===== src/rtl/rspPkg.sv =====
package rspPkg;
  typedef struct packed {
    logic issueEn;
    logic dispEn;
    logic bcastEn;
  } rspStrobes_t;
endpackage


===== src/rtl/rspControl.sv =====
module rspControl import rspPkg::*; #(
  parameter int NUM_ST = 4,
  parameter int TAG_W  = 3
) (
  input  logic              clk,
  input  logic              rstN,
  input  logic              issueValid,
  input  logic [NUM_ST-1:0] opsReady,
  input  logic              execReady,
  input  logic              busHold,
  input  logic              cmplValid,
  input  logic [TAG_W-1:0]  cmplTag,
  output rspStrobes_t       strb,
  output logic [TAG_W-1:0]  issueTag,
  output logic [TAG_W-1:0]  dispTag,
  output logic [TAG_W-1:0]  bcastTag,
  output logic              issueReady,
  output logic              execValid,
  output logic              bcastValid
);
  logic [NUM_ST-1:0] busy, sent, done;
  logic [NUM_ST-1:0] freeVec, readyVec, bcastOh, dispOh;

  assign freeVec  = ~busy;
  assign readyVec = busy & ~sent & opsReady;

  always_comb begin
    issueTag = '0;
    dispTag  = '0;
    bcastTag = '0;
    for (int i = NUM_ST - 1; i >= 0; i--) begin
      if (freeVec[i])  issueTag = TAG_W'(i + 1);
      if (readyVec[i]) dispTag  = TAG_W'(i + 1);
      if (done[i])     bcastTag = TAG_W'(i + 1);
    end
  end

  assign issueReady = |freeVec;
  assign execValid  = |readyVec;
  assign bcastValid = (|done) && !busHold;

  assign strb.issueEn = issueValid && issueReady;
  assign strb.dispEn  = execValid && execReady;
  assign strb.bcastEn = bcastValid;

  always_comb begin
    for (int i = 0; i < NUM_ST; i++) begin
      bcastOh[i] = strb.bcastEn && (bcastTag == TAG_W'(i + 1));
      dispOh[i]  = strb.dispEn  && (dispTag  == TAG_W'(i + 1));
    end
  end

  always_ff @(posedge clk) begin
    if (!rstN) begin
      busy <= '0;
      sent <= '0;
      done <= '0;
    end else begin
      for (int i = 0; i < NUM_ST; i++) begin
        if (strb.issueEn && issueTag == TAG_W'(i + 1)) begin
          busy[i] <= 1'b1;
          sent[i] <= 1'b0;
          done[i] <= 1'b0;
        end
        if (dispOh[i]) sent[i] <= 1'b1;
        if (cmplValid && cmplTag == TAG_W'(i + 1)) done[i] <= 1'b1;
        if (bcastOh[i]) begin
          busy[i] <= 1'b0;
          sent[i] <= 1'b0;
          done[i] <= 1'b0;
        end
      end
    end
  end

  // an accepted issue adds exactly one busy station
  p_issue_alloc_r2: assert property (@(posedge clk) disable iff (!rstN)
    (strb.issueEn && !strb.bcastEn) |=> $countones(busy) == $countones($past(busy)) + 1);

  // the broadcasting station is free on the next cycle
  p_bcast_frees_r9: assert property (@(posedge clk) disable iff (!rstN)
    strb.bcastEn |=> (busy & $past(bcastOh)) == '0);

  // dispatch only picks a station whose operands are present
  p_disp_ready_r4: assert property (@(posedge clk) disable iff (!rstN)
    strb.dispEn |-> (dispOh & ~opsReady) == '0);

  // a single grant, and finished stations keep waiting while the bus is held
  p_one_grant_r6: assert property (@(posedge clk) disable iff (!rstN)
    $onehot0(bcastOh));
  p_hold_waits_r6: assert property (@(posedge clk) disable iff (!rstN)
    busHold |=> (done & $past(done)) == $past(done));
endmodule


===== src/rtl/rspDatapath.sv =====
module rspDatapath import rspPkg::*; #(
  parameter int NUM_ST  = 4,
  parameter int NUM_REG = 8,
  parameter int DATA_W  = 16,
  parameter int OP_W    = 3,
  parameter int TAG_W   = 3,
  parameter int REG_W   = 3
) (
  input  logic              clk,
  input  logic              rstN,
  input  rspStrobes_t       strb,
  input  logic [TAG_W-1:0]  issueTag,
  input  logic [TAG_W-1:0]  dispTag,
  input  logic [TAG_W-1:0]  bcastTag,
  input  logic [OP_W-1:0]   issueOp,
  input  logic [REG_W-1:0]  issueSrcA,
  input  logic [REG_W-1:0]  issueSrcB,
  input  logic [REG_W-1:0]  issueDest,
  input  logic              cmplValid,
  input  logic [TAG_W-1:0]  cmplTag,
  input  logic [DATA_W-1:0] cmplValue,
  input  logic [REG_W-1:0]  regQueryIdx,
  output logic [NUM_ST-1:0] opsReady,
  output logic [OP_W-1:0]   execOp,
  output logic [DATA_W-1:0] execOpA,
  output logic [DATA_W-1:0] execOpB,
  output logic [DATA_W-1:0] bcastValue,
  output logic [DATA_W-1:0] regQueryValue,
  output logic [TAG_W-1:0]  regQueryTag
);
  logic [DATA_W-1:0] vj [NUM_ST];
  logic [DATA_W-1:0] vk [NUM_ST];
  logic [TAG_W-1:0]  qj [NUM_ST];
  logic [TAG_W-1:0]  qk [NUM_ST];
  logic [OP_W-1:0]   opr [NUM_ST];
  logic [DATA_W-1:0] res [NUM_ST];
  logic [DATA_W-1:0] regVal [NUM_REG];
  logic [TAG_W-1:0]  regTag [NUM_REG];

  logic [TAG_W-1:0]  bcastIdx, dispIdx, tagA, tagB, newQj, newQk;
  logic [DATA_W-1:0] newVj, newVk;

  assign bcastIdx   = (bcastTag == '0) ? '0 : bcastTag - 1'b1;
  assign dispIdx    = (dispTag  == '0) ? '0 : dispTag  - 1'b1;
  assign bcastValue = res[bcastIdx];
  assign execOp     = opr[dispIdx];
  assign execOpA    = vj[dispIdx];
  assign execOpB    = vk[dispIdx];

  assign regQueryValue = regVal[regQueryIdx];
  assign regQueryTag   = regTag[regQueryIdx];

  // source lookup with same-cycle bus bypass
  always_comb begin
    tagA  = regTag[issueSrcA];
    tagB  = regTag[issueSrcB];
    newVj = regVal[issueSrcA];
    newQj = '0;
    newVk = regVal[issueSrcB];
    newQk = '0;
    if (tagA != '0) begin
      if (strb.bcastEn && bcastTag == tagA) newVj = bcastValue;
      else newQj = tagA;
    end
    if (tagB != '0) begin
      if (strb.bcastEn && bcastTag == tagB) newVk = bcastValue;
      else newQk = tagB;
    end
  end

  always_comb begin
    for (int i = 0; i < NUM_ST; i++) opsReady[i] = (qj[i] == '0) && (qk[i] == '0);
  end

  always_ff @(posedge clk) begin
    if (!rstN) begin
      for (int i = 0; i < NUM_ST; i++) begin
        vj[i]  <= '0;
        vk[i]  <= '0;
        qj[i]  <= '0;
        qk[i]  <= '0;
        opr[i] <= '0;
        res[i] <= '0;
      end
    end else begin
      for (int i = 0; i < NUM_ST; i++) begin
        if (strb.issueEn && issueTag == TAG_W'(i + 1)) begin
          opr[i] <= issueOp;
          vj[i]  <= newVj;
          qj[i]  <= newQj;
          vk[i]  <= newVk;
          qk[i]  <= newQk;
        end else begin
          if (strb.bcastEn && qj[i] != '0 && qj[i] == bcastTag) begin
            vj[i] <= bcastValue;
            qj[i] <= '0;
          end
          if (strb.bcastEn && qk[i] != '0 && qk[i] == bcastTag) begin
            vk[i] <= bcastValue;
            qk[i] <= '0;
          end
        end
        if (cmplValid && cmplTag == TAG_W'(i + 1)) res[i] <= cmplValue;
      end
    end
  end

  always_ff @(posedge clk) begin
    if (!rstN) begin
      for (int r = 0; r < NUM_REG; r++) begin
        regVal[r] <= DATA_W'(r);
        regTag[r] <= '0;
      end
    end else begin
      for (int r = 0; r < NUM_REG; r++) begin
        if (strb.bcastEn && regTag[r] != '0 && regTag[r] == bcastTag) begin
          regVal[r] <= bcastValue;
          regTag[r] <= '0;
        end
        if (strb.issueEn && issueDest == REG_W'(r)) regTag[r] <= issueTag;
      end
    end
  end

  // R8 (and R10 for a source issued in the broadcast cycle): no operand still waits on a broadcast tag
  for (genvar g = 0; g < NUM_ST; g++) begin : gStChk
    p_wake_clears_r8: assert property (@(posedge clk) disable iff (!rstN)
      strb.bcastEn |=> (qj[g] != $past(bcastTag)) && (qk[g] != $past(bcastTag)));
  end

  // no register still names a tag after it has been broadcast
  for (genvar g = 0; g < NUM_REG; g++) begin : gRegChk
    p_reg_tag_clear_r7: assert property (@(posedge clk) disable iff (!rstN)
      strb.bcastEn |=> regTag[g] != $past(bcastTag));
  end
endmodule


===== src/rtl/resStationPool.sv =====
module resStationPool import rspPkg::*; #(
  parameter int NUM_ST  = 4,
  parameter int NUM_REG = 8,
  parameter int DATA_W  = 16,
  parameter int OP_W    = 3,
  localparam int TAG_W  = $clog2(NUM_ST + 1),
  localparam int REG_W  = $clog2(NUM_REG)
) (
  input  logic              clk,
  input  logic              rstN,
  input  logic              issueValid,
  output logic              issueReady,
  input  logic [OP_W-1:0]   issueOp,
  input  logic [REG_W-1:0]  issueSrcA,
  input  logic [REG_W-1:0]  issueSrcB,
  input  logic [REG_W-1:0]  issueDest,
  output logic              execValid,
  input  logic              execReady,
  output logic [TAG_W-1:0]  execTag,
  output logic [OP_W-1:0]   execOp,
  output logic [DATA_W-1:0] execOpA,
  output logic [DATA_W-1:0] execOpB,
  input  logic              cmplValid,
  input  logic [TAG_W-1:0]  cmplTag,
  input  logic [DATA_W-1:0] cmplValue,
  input  logic              busHold,
  output logic              bcastValid,
  output logic [TAG_W-1:0]  bcastTag,
  output logic [DATA_W-1:0] bcastValue,
  input  logic [REG_W-1:0]  regQueryIdx,
  output logic [DATA_W-1:0] regQueryValue,
  output logic [TAG_W-1:0]  regQueryTag
);
  rspStrobes_t       strb;
  logic [TAG_W-1:0]  issueTag;
  logic [NUM_ST-1:0] opsReady;

  rspControl #(.NUM_ST(NUM_ST), .TAG_W(TAG_W)) uCtrl (
    .clk(clk), .rstN(rstN), .issueValid(issueValid), .opsReady(opsReady),
    .execReady(execReady), .busHold(busHold), .cmplValid(cmplValid),
    .cmplTag(cmplTag), .strb(strb), .issueTag(issueTag), .dispTag(execTag),
    .bcastTag(bcastTag), .issueReady(issueReady), .execValid(execValid),
    .bcastValid(bcastValid)
  );

  rspDatapath #(.NUM_ST(NUM_ST), .NUM_REG(NUM_REG), .DATA_W(DATA_W),
                .OP_W(OP_W), .TAG_W(TAG_W), .REG_W(REG_W)) uDp (
    .clk(clk), .rstN(rstN), .strb(strb), .issueTag(issueTag),
    .dispTag(execTag), .bcastTag(bcastTag), .issueOp(issueOp),
    .issueSrcA(issueSrcA), .issueSrcB(issueSrcB), .issueDest(issueDest),
    .cmplValid(cmplValid), .cmplTag(cmplTag), .cmplValue(cmplValue),
    .regQueryIdx(regQueryIdx), .opsReady(opsReady), .execOp(execOp),
    .execOpA(execOpA), .execOpB(execOpB), .bcastValue(bcastValue),
    .regQueryValue(regQueryValue), .regQueryTag(regQueryTag)
  );
endmodule


===== config.mk =====
export PLATFORM = sky130hd
export DESIGN_NAME = resStationPool
export DESIGN_NICKNAME = d
export VERILOG_FILES = /design/src/rtl/rspPkg.sv /design/src/rtl/rspControl.sv /design/src/rtl/rspDatapath.sv /design/src/rtl/resStationPool.sv
export SDC_FILE = /design/constraint.sdc
export NUM_CORES = 1
export LEC_CHECK = 0
export ABC_AREA = 1
export BUFFER_PORTS_ARGS = -buffer_cell sky130_fd_sc_hd__buf_4
export CORE_MARGIN = 10
export CORE_UTILIZATION = 30
export DETAILED_ROUTE_END_ITERATION = 10
export HOLD_SLACK_MARGIN = 0.08
export PLACE_DENSITY = 0.48
export SYNTH_ARGS = -nofsm -noshare
export SYNTH_HDL_FRONTEND = slang
export SYNTH_SLANG_ARGS = --single-unit
export TNS_END_PERCENT = 5

===== constraint.sdc =====
create_clock -name clk -period 2.55 [get_ports clk]
set_clock_uncertainty 0.05 [all_clocks]
set_input_delay 0.1275 -clock clk [delete_from_list [all_inputs] [get_ports clk]]
set_output_delay 0.1275 -clock clk [all_outputs]
set_load 0.02 [all_outputs]

==> impl_metrics.ini <==
[sta]
clock.fmax_ghz = 0.363
drv_slew = 0
grt_setup_unrepaired = yes
fin_crit_ps = 2760
fin_ws_ps = -208
setup_viol = 45
fin_crit_sh = 1.08
hold_viol = 0
final.setup.tns_ps = -5480
finalHoldWorstSlack_ps = 175
max-slew-margin-rel = 0.491
worstMarginPinSlew_ps = 761

[outcome]
violations = setup timing
status = complete, but fails checks

[synthesis]
ys_types = 42
synth_nets = 2877
postSynthAreaPerCell_sq_um = 8.09
ys_seq_area_frac = 0.508
syn_area_sq_um = 22900
yosys_warnings = 0
ys_seq_elements = 392
syn-instance-count = 2837

[worst_setup_path]
crit_arrival_ps = 2580
cp-startpoint = uDp.qj[3][2]
reg2reg_slack_ps = 170
criticalPathCategory = register to output port
crit_fanout = 11
startpoint_type = register
reg2reg_from = uCtrl.done[2]
crit_path_end_kind = output port
cp.required_ps = 2370

[power]
power_frac_comb = 0.226
p_sw_frac = 0.315
power.internal_mw = 12.8
power.switching_mw = 5.87
power_frac_clock = 0.359
peakVddDrop_mv = 0.468
power_density_nw_per_um2 = 648
p_leak_nw = 12.1
pwr-share-seq = 0.416
finalPower_mw = 18.6

[hold_path]
hold_class = input pin to register
holdCritStartpoint = issueSrcA[2]

[place]
portBuffers = 118
gp_congestion = 0.892
place_area_sq_um = 25800
hpwlAfterDp_um = 61500

[floorplan]
die_h_um = 297
rows = 101
top_level_ports = 119
dieArea_sq_um = 87900
start_util = 0.303
core-area_sq_um = 75800
die_w_um = 297

[flow_run]
cap_violations = 0

[routing]
via_per_inst = 5.34
totalWireLength_um = 92000
antenna_left = 0
first_pass_iters = 6
drtIter0Drc = 2614
wl_per_cell_um = 22.6
num_vias = 21800
drc = 0

[grt]
grt_use_total = 0.203
grt_overflow = 0
grt_pass1_vias = 20800
grt_max_degree = 65
grt_first_pass_wirelength_um = 135000
antenna_found_initial = 3

[final_layout]
fillers = 7633
final_cell_mix = 717 x nand2_1, 400 x nor2_1, 380 x edfxtp_1, 331 x nand3_1, 216 x buf_4
ff_latch_area_sq_um = 11700
layout_commonest_cell = nand2_1
final_area_sq_um = 28800
multiInputGateArea_sq_um = 10000
syn_to_final_growth_pct = 25.4
drive_gt1_frac = 0.190
nNetsFinal = 3098
utilization = 0.380
antenna_cells = 0

[clocking]
h-tree-depth = 2
clockRootBuffer = clkbuf_16
cts_tree = built
clk_pin_slew_worst_paths_ps = 60
cts_buffers = 47
clk_latency_ps = 610
clock_path_buffers = 3
clock-sinks = 392
[path summary, 6_finish.rpt]
path	cells after the start	endpoint
worst max-delay path	11	execOpB[4]
worst min-delay path	4	uDp.qj[1][0]
worst max register to register	11	uDp.regVal[1][1]
worst min register to register	2	uCtrl.sent[1]
[per-layer routing]
layer / global-route usage / vias up / wire, um
met5: 0 / - / 24
met4: 0.0628 / 4 / 2840
met3: 0.0307 / 196 / 7290
met2: 0.346 / 1079 / 44100
met1: 0.262 / 10500 / 37700
li1: - / 9969 / -
[state kept, by name, indices dropped and copies added (netlist names)]
signal / cells
uCtrl.busy: 4
uCtrl.done: 4
uCtrl.sent: 4
uDp.opr: 12
uDp.qj: 12
uDp.qk: 12
uDp.regTag: 24
uDp.regVal: 128
uDp.res: 64
uDp.vj: 64
uDp.vk: 64
[cell usage after synthesis, drive strengths merged]
master  count  share of area
nand2     772           0.13
nor2      425          0.075
edfxtp    380           0.50
nand3     374          0.087
inv       229          0.037
o21ai     157          0.035
a21oi     156          0.035
buf       100          0.026
clkbuf     67          0.011
a22o       32          0.012
o22ai      32         0.0087
a31oi      21         0.0057
nor3       20         0.0057
xnor2      15         0.0057
nand4      14         0.0045
dfxtp      12          0.010
xor2       10         0.0038
nor4        6         0.0029
clkinv      5        0.00082
a221oi      3         0.0011
mux2i       3         0.0024
or2         2        0.00055
a211oi      1        0.00055
o31ai       1        0.00033
[cell type report]
class / instances / area share
Inverter: 234 / 0.0332
Timing Repair Buffer: 339 / 0.120
Clock inverter: 30 / 0.00944
Tap cell: 978 / 0.0425
Clock buffer: 54 / 0.0425
Multi-Input combinational cell: 2044 / 0.347
Sequential cell: 392 / 0.405
[worst max-delay path, stage by stage, from the launching register on]
cell and delay (ps):
edfxtp_1 430, nor3_4 250, nand4_1 160, nand2_1 110, inv_2 60, nand2_4 90, nand2_8 120, inv_12 140
buf_16 150, nor2_1 60, o21ai_2 230, buf_6 160
[through the flow]
step                std cells  worst slack [ps]
floorplan                2837               245
global placement         3909             -61.6
detailed placement       3909             -66.9
CTS                      4065              -238
global route             4071              -312
finish                   4071              -208
[power groups by stage]
| stage | Clock [mW] | Sequential [mW] | Combinational [mW] |
|---|---|---|---|
| 3_3_place_gp | 0 | 7.86 | 3.77 |
| 5_1_grt | 7.04 | 7.78 | 4.50 |
| 3_5_place_dp | 0 | 7.86 | 3.80 |
| 2_1_floorplan | 0 | 7.80 | 2.07 |
| 4_1_cts | 6.79 | 7.73 | 4.10 |
| 6_report | 6.69 | 7.75 | 4.20 |
[cells by family after synthesis]
logic type	Yosys count	share of synthesized area
and+or+nand+nor	1613	0.307
AOI/OAI and AO/OA	403	0.0978
buffers and inverters	401	0.0751
DFF	392	0.508
xor gates and xnor gates	25	0.00954
muxes	3	0.00240
[timing repair]
action | 4_1_cts | 5_1_grt
endpoints found under the hold margin | 124 | 0
resized for setup | 114 | 92
endpoints found under the setup margin | 51 | 68
pin swaps | 18 | 25
gates cloned | 6 | 2
hold buffers | 38 | 0
setup buffers | 29 | 8
No activity file was read; power rests on OpenSTA's default activity.
